$ cat src/rtl/pinc_pkg.sv
package pinc_pkg;
  localparam int NPIN      = 6;
  localparam int PIN_HRST  = 0;
  localparam int PIN_SRST  = 1;
  localparam int PIN_CKSTP = 2;
  localparam int PIN_MCHK  = 3;
  localparam int PIN_SMI   = 4;
  localparam int PIN_EXT   = 5;

  localparam int NPEND     = 4;
  localparam int PEND_RST  = 0;
  localparam int PEND_MCHK = 1;
  localparam int PEND_EXT  = 2;
  localparam int PEND_SMI  = 3;
  localparam int CODE_W    = $clog2(NPEND);
endpackage

$ cat src/rtl/pinc_level_track.sv
module pinc_level_track
  import pinc_pkg::*;
#(
  parameter int W = NPIN
) (
  input  logic         clk,
  input  logic         rst_n,
  input  logic [W-1:0] pin_i,
  output logic [W-1:0] chg_o
);
  logic [W-1:0] lvl_q;

  for (genvar g = 0; g < W; g++) begin : g_pin
    assign chg_o[g] = pin_i[g] ^ lvl_q[g];
    always_ff @(posedge clk) begin
      if (!rst_n)        lvl_q[g] <= 1'b0;
      else if (chg_o[g]) lvl_q[g] <= pin_i[g];
    end
  end
endmodule

$ cat src/rtl/pinc_pend_reg.sv
module pinc_pend_reg
  import pinc_pkg::*;
(
  input  logic             clk,
  input  logic             rst_n,
  input  logic [NPIN-1:0]  pin_i,
  input  logic [NPIN-1:0]  chg_i,
  input  logic             clr_rst_i,
  input  logic             clr_mchk_i,
  output logic [NPEND-1:0] pend_o,
  output logic             halt_o,
  output logic             core_rst_o
);
  logic mchk_fall;
  assign mchk_fall = chg_i[PIN_MCHK] & ~pin_i[PIN_MCHK];

  always_ff @(posedge clk) begin
    if (!rst_n) begin
      pend_o     <= '0;
      halt_o     <= 1'b0;
      core_rst_o <= 1'b0;
    end else begin
      // soft reset: level-driven on change, pin change beats take clear
      if (chg_i[PIN_SRST])  pend_o[PEND_RST] <= pin_i[PIN_SRST];
      else if (clr_rst_i)   pend_o[PEND_RST] <= 1'b0;
      // machine check: falling edge only
      if (mchk_fall)        pend_o[PEND_MCHK] <= 1'b1;
      else if (clr_mchk_i)  pend_o[PEND_MCHK] <= 1'b0;
      if (chg_i[PIN_EXT])   pend_o[PEND_EXT] <= pin_i[PIN_EXT];
      if (chg_i[PIN_SMI])   pend_o[PEND_SMI] <= pin_i[PIN_SMI];
      if (chg_i[PIN_CKSTP]) halt_o     <= pin_i[PIN_CKSTP];
      if (chg_i[PIN_HRST])  core_rst_o <= pin_i[PIN_HRST];
    end
  end
endmodule

$ cat src/rtl/pinc_take_arb.sv
module pinc_take_arb
  import pinc_pkg::*;
(
  input  logic              clk,
  input  logic              rst_n,
  input  logic [NPEND-1:0]  pend_i,
  input  logic              take_i,
  output logic              clr_rst_o,
  output logic              clr_mchk_o,
  output logic              taken_valid_o,
  output logic [CODE_W-1:0] taken_code_o
);
  logic              hit;
  logic [CODE_W-1:0] code;
  logic              fire;

  always_comb begin
    hit  = 1'b0;
    code = '0;
    for (int i = 0; i < NPEND; i++) begin
      if (!hit && pend_i[i]) begin
        hit  = 1'b1;
        code = CODE_W'(i);
      end
    end
  end

  assign fire       = take_i & hit;
  assign clr_rst_o  = fire && (code == CODE_W'(PEND_RST));
  assign clr_mchk_o = fire && (code == CODE_W'(PEND_MCHK));

  always_ff @(posedge clk) begin
    if (!rst_n) begin
      taken_valid_o <= 1'b0;
      taken_code_o  <= '0;
    end else begin
      taken_valid_o <= fire;
      taken_code_o  <= fire ? code : '0;
    end
  end
endmodule

$ cat src/rtl/pin_cond.sv
module pin_cond
  import pinc_pkg::*;
(
  input  logic              clk,
  input  logic              rst_n,
  input  logic [NPIN-1:0]   pin_i,
  input  logic              take_i,
  output logic [NPEND-1:0]  pend_o,
  output logic              pend_any_o,
  output logic              halt_o,
  output logic              core_rst_o,
  output logic              taken_valid_o,
  output logic [CODE_W-1:0] taken_code_o
);
  logic [NPIN-1:0] chg;
  logic            clr_rst, clr_mchk;

  pinc_level_track #(.W(NPIN)) u_track (
    .clk(clk), .rst_n(rst_n), .pin_i(pin_i), .chg_o(chg)
  );

  pinc_pend_reg u_pend (
    .clk(clk), .rst_n(rst_n), .pin_i(pin_i), .chg_i(chg),
    .clr_rst_i(clr_rst), .clr_mchk_i(clr_mchk),
    .pend_o(pend_o), .halt_o(halt_o), .core_rst_o(core_rst_o)
  );

  pinc_take_arb u_arb (
    .clk(clk), .rst_n(rst_n), .pend_i(pend_o), .take_i(take_i),
    .clr_rst_o(clr_rst), .clr_mchk_o(clr_mchk),
    .taken_valid_o(taken_valid_o), .taken_code_o(taken_code_o)
  );

  assign pend_any_o = |pend_o;
endmodule

$ cat config.mk
export PLATFORM = sky130hd
export DESIGN_NAME = pin_cond
export DESIGN_NICKNAME = d
export VERILOG_FILES = /design/src/rtl/pinc_pkg.sv /design/src/rtl/pinc_level_track.sv /design/src/rtl/pinc_pend_reg.sv /design/src/rtl/pinc_take_arb.sv /design/src/rtl/pin_cond.sv
export SDC_FILE = /design/constraint.sdc
export NUM_CORES = 1
export LEC_CHECK = 0
export BUFFER_PORTS_ARGS = -buffer_cell sky130_fd_sc_hd__buf_2
export CAP_MARGIN = 0
export CORE_AREA = 2 2 39 41
export DETAILED_ROUTE_END_ITERATION = 7
export DIE_AREA = 0 0 41 43
export PLACE_DENSITY = 0.61
export RECOVER_POWER = 50
export SLEW_MARGIN = 20
export SYNTH_ARGS = -nofsm -noshare
export SYNTH_HDL_FRONTEND = slang
export SYNTH_SLANG_ARGS = --single-unit
export TNS_END_PERCENT = 30
$ cat constraint.sdc
create_clock -name clk -period 1.24 [get_ports clk]
set_input_delay 0 -clock clk [delete_from_list [all_inputs] [get_ports clk]]
set_output_delay 0 -clock clk [all_outputs]
set_load 0.02 [all_outputs]
==> impl.org <==
** Drt
- Dividing the detail-routed wire length by the instance count gives 8.49 um.
- Summing over every cut layer, the via total after detailed routing is 338.
- Dividing the detail-routed via count by the number of cells gives 4.17.
- DRC marker count from the first detailed-route iteration :: 1
- For this block, the routed nets add up to 688 um of wire.
- First-pass DRT Iterations :: 2
- Residual DRC count :: 0
- In this run the remaining antenna-violating nets after routing total 0.

** Synthesis
- Yosys attributes the largest share of cell area to sky130_fd_sc_hd__dfxtp_1 (53%), sky130_fd_sc_hd__and2_1 (6.0%), sky130_fd_sc_hd__ha_1 (6.0%).
- The share of the Yosys chip area taken by registers is 52.7%.
- After synthesis, the most frequently instantiated cells are sky130_fd_sc_hd__dfxtp_1 (11), sky130_fd_sc_hd__and2_1 (4), sky130_fd_sc_hd__inv_1 (4).
- Synthesis produced a netlist whose cell count is 40.
- Distinct cell type count of the synthesized netlist :: 16
- Number of flip-flops and latches in the synthesized netlist :: 11
- Among all flip-flop cells after synthesis, the most frequent one is sky130_fd_sc_hd__dfxtp_1.
- In the synthesized netlist the async set-or-reset flop fraction comes to 0%.
- Synthesis warning total :: 0
- Most frequently used cell type in the post-synthesis netlist :: sky130_fd_sc_hd__dfxtp_1
- Yosys mapped a number of flops with a built-in enable equal to 0.
- Each instance of the synthesized netlist takes up on average 10.4 um^2.
- The synthesized netlist occupies a cell area of 418 um^2.
- The synthesized design spends more area on one cell type than any other, namely sky130_fd_sc_hd__dfxtp_1.
- Area fraction of the dominant cell type after synthesis :: 52.7%
- Synthesis produced a netlist with a net count of 51.

** STA
- After layout, the worst setup slack is 0.0811 ns.
- Max Clock Freq :: 863 MHz
- Clock skew on the completed layout was measured at 0.00431 ns.
- At the pin with the least slew margin, the transition time is 0.253 ns.
- Min Clock Period, post-route :: 1.16 ns
- Final sum of negative setup slack :: 0 ns
- Number of max-slew violations in the final report :: 0
- Headroom to the max-slew limit :: 83.2%
- Setup repair after global routing left no endpoint under its margin.
- The final count of hold timing violations was 0.
- After layout, the worst path uses 93.5% of the clock period.
- Setup violations remaining at the end of the flow were counted as 0.

** Global route
- For this run, the total global-route usage over all layers was measured as 9.68%.
- First-pass GRT wire length :: 1.06 mm
- Remaining Overflow, GRT :: 0
- Maximum number of pins on one net before global-route repair :: 10
- The initial antenna violation count is 0.
- GRT busiest layer :: met2
- The via count of the first global-routing pass was 270.
- For met1 alone, demand over resource in global routing was 10.4%.
- For this run, global-route usage on met3 was measured as 4.71%.
- For this run, global-route usage on met2 was measured as 12.5%.

** Worst hold path
- The worst hold path was traced through 3 stages.
- Path category of the worst min-delay check :: in2reg

** Power
- Static Leakage :: 0.267 nW
- Power dissipated by switching net loads :: 0.000186 W
- Combinational logic is responsible for 17.0% of the overall power.
- Power per standard cell area :: 1290 nW/um^2
- The design draws 0.000746 W.
- The share of total power dissipated in the clock network is 30.9%.
- IR analysis of the VDD net gives a maximum drop of 0.599 mV.
- Sw Share :: 24.9%
- Cell internal pwr :: 0.000560 W
- Sequential cells burn 52.1% of the power.

** Layout
- The filler cells instantiated in the layout total 138.
- For this run, the post-layout net count is 77.
- For this run, the share of the core covered by cells in the final layout is 41.8%.
- Relative to the synthesized area, the layout overhead comes to 38.3%.
- Diode insertion count for antenna repair :: 0
- Final design instance area without fill :: 578 um^2
- In the final layout, the share of cells above drive strength 1 is 29.2%.

** Floorplanning
- The region available for standard cell placement spans 1380 um^2.
- Die Y-Extent :: 43 um
- IO Count :: 19
- X dimension of the die :: 41 um
- Full die area :: 1760 um^2
- Total number of placement rows :: 14
- Once the floorplan was initialized, standard cells occupied 30.2% of the core.

** Setup path
- For the worst setup path, the data required time is 1.39 ns.
- Critical Path Sink Type :: flop
- Critical Path Fanout Max :: 3
- Signal arrival time at the worst endpoint :: 1.31 ns
- Critical Path Source Type :: flop
- The worst register-to-register path has a depth of 4.
- Critical path class :: reg2reg

** CTS
- Clock buffer count from CTS :: 3
- Clock Latency Late Sink :: 0.26 ns
- For this design, the sink count on the clock tree is 11.
- No sink is reached through more buffers than the 2 on the longest clock path.
- Once the clock tree was built, the resizer swapped 0 gates to a different size.
- The tree is rooted in a sky130_fd_sc_hd__clkbuf_4.
- TritonCTS built the clock tree.
- CTS built an H-tree with a depth of 1.
- Clock-pin slew was measured on the worst setup and hold paths at 0.07 ns.

** Place
- The HPWL after detailed placement is 527 um.
- Post-placement setup slack :: 0.0880 ns
- Placed cell areas :: 513 um^2
- Final estimated routing congestion in global placement :: 0.553
- Buffers placed on the I/O ports in this run total 18.

** Run
- The tool flagged a number of max-cap violations equal to 0.

** Status
- The flow ran to the end, and the final reports show no timing, DRC or antenna violations.
stage by stage:
step                      hold slack, ns  std cells
after floorplan                   0.0894         40
after global placement             0.205         72
after detailed placement           0.203         72
after CTS                        0.00822         81
after global routing              0.0112         81
final                             0.0154         81
worst max-delay path, stage by stage, from the launching register on:
cell	delay [ns]
sky130_fd_sc_hd__dfxtp_1	0.33
sky130_fd_sc_hd__inv_1	0.04
sky130_fd_sc_hd__ha_1	0.31
sky130_fd_sc_hd__nor2b_1	0.14
sky130_fd_sc_hd__o221a_2	0.23
routing by layer:
layer  routed length (um)  share of wire [%]  up-vias
met5                    0                  0        -
met4                   14                2.0        0
met3                   67                9.7        2
met2                  312                 45       13
met1                  292                 42      145
li1                     -                  -      178
timing repair:
item                                   4_1_cts  5_1_grt
endpoints found under the hold margin        5        0
hold buffers                                 5        0
setup buffers                                0        0
final cells by class:
type / count / area [um^2] / area share, %
multi-input combinational: 23 / 163 / 28.1
inverter: 4 / 15.0 / 2.60
clock buffer: 4 / 26.3 / 4.55
timing repair buffer: 23 / 134 / 23.2
sequential: 11 / 220 / 38.1
tap: 16 / 20.0 / 3.46
power groups by stage:
| stage | clock, W | combinational [W] | sequential (W) |
|---|---|---|---|
| 6_report | 0.000231 | 0.000127 | 0.000388 |
| 5_1_grt | 0.000264 | 0.000142 | 0.000392 |
| 4_1_cts | 0.000242 | 0.000132 | 0.000389 |
| 3_5_place_dp | 0 | 0.000119 | 0.000397 |
| 3_3_place_gp | 0 | 0.000116 | 0.000396 |
| 2_1_floorplan | 0 | 0.0000664 | 0.000411 |
path summary, 6_finish.rpt:
check,slack [ns],start,end
worst max register to register,0.08,u_track.lvl_q[1],u_pend.pend_o[0]
worst max-delay path,0.08,u_track.lvl_q[1],u_pend.pend_o[0]
worst min register to register,0.50,u_track.lvl_q[4],u_arb.taken_code_o[0]
worst min-delay path,0.02,pin_i[3],u_track.lvl_q[3]
cell usage in the layout, fill, tap and decap left out:
cell                            Yosys  layout
sky130_fd_sc_hd__a211oi_1           0       1
sky130_fd_sc_hd__a21oi_1            2       2
sky130_fd_sc_hd__and2_1             4       4
sky130_fd_sc_hd__buf_2              0      13
sky130_fd_sc_hd__clkbuf_1           0       6
sky130_fd_sc_hd__clkbuf_4           0       3
sky130_fd_sc_hd__dfxtp_1           11      11
sky130_fd_sc_hd__dlygate4sd3_1      0       5
sky130_fd_sc_hd__ha_1               2       2
sky130_fd_sc_hd__inv_1              4       4
sky130_fd_sc_hd__mux2i_1            2       2
sky130_fd_sc_hd__nand2_1            1       1
sky130_fd_sc_hd__nand2_2            1       1
sky130_fd_sc_hd__nand2b_1           1       1
sky130_fd_sc_hd__nor2_1             3       3
sky130_fd_sc_hd__nor2b_1            3       3
sky130_fd_sc_hd__nor4_2             1       1
sky130_fd_sc_hd__o21ai_0            1       1
sky130_fd_sc_hd__o221a_2            1       1
kinds of logic after synthesis:
| logic type | share of synthesized area, % |
|---|---|
| simple gates | 20.1 |
| fa+ha+maj | 5.99 |
| mux | 4.79 |
| flops | 52.7 |
| buf+inv | 7.18 |
| compound gates | 9.28 |
flip-flops by register name (all words and copies together), names as in the netlist:
signal,flops
u_arb.taken_code_o,2
u_pend.pend_o,2
u_pend.core_rst_o,1
u_track.lvl_q,5
u_arb.taken_valid_o,1
Power figures use the tool's default switching activity.
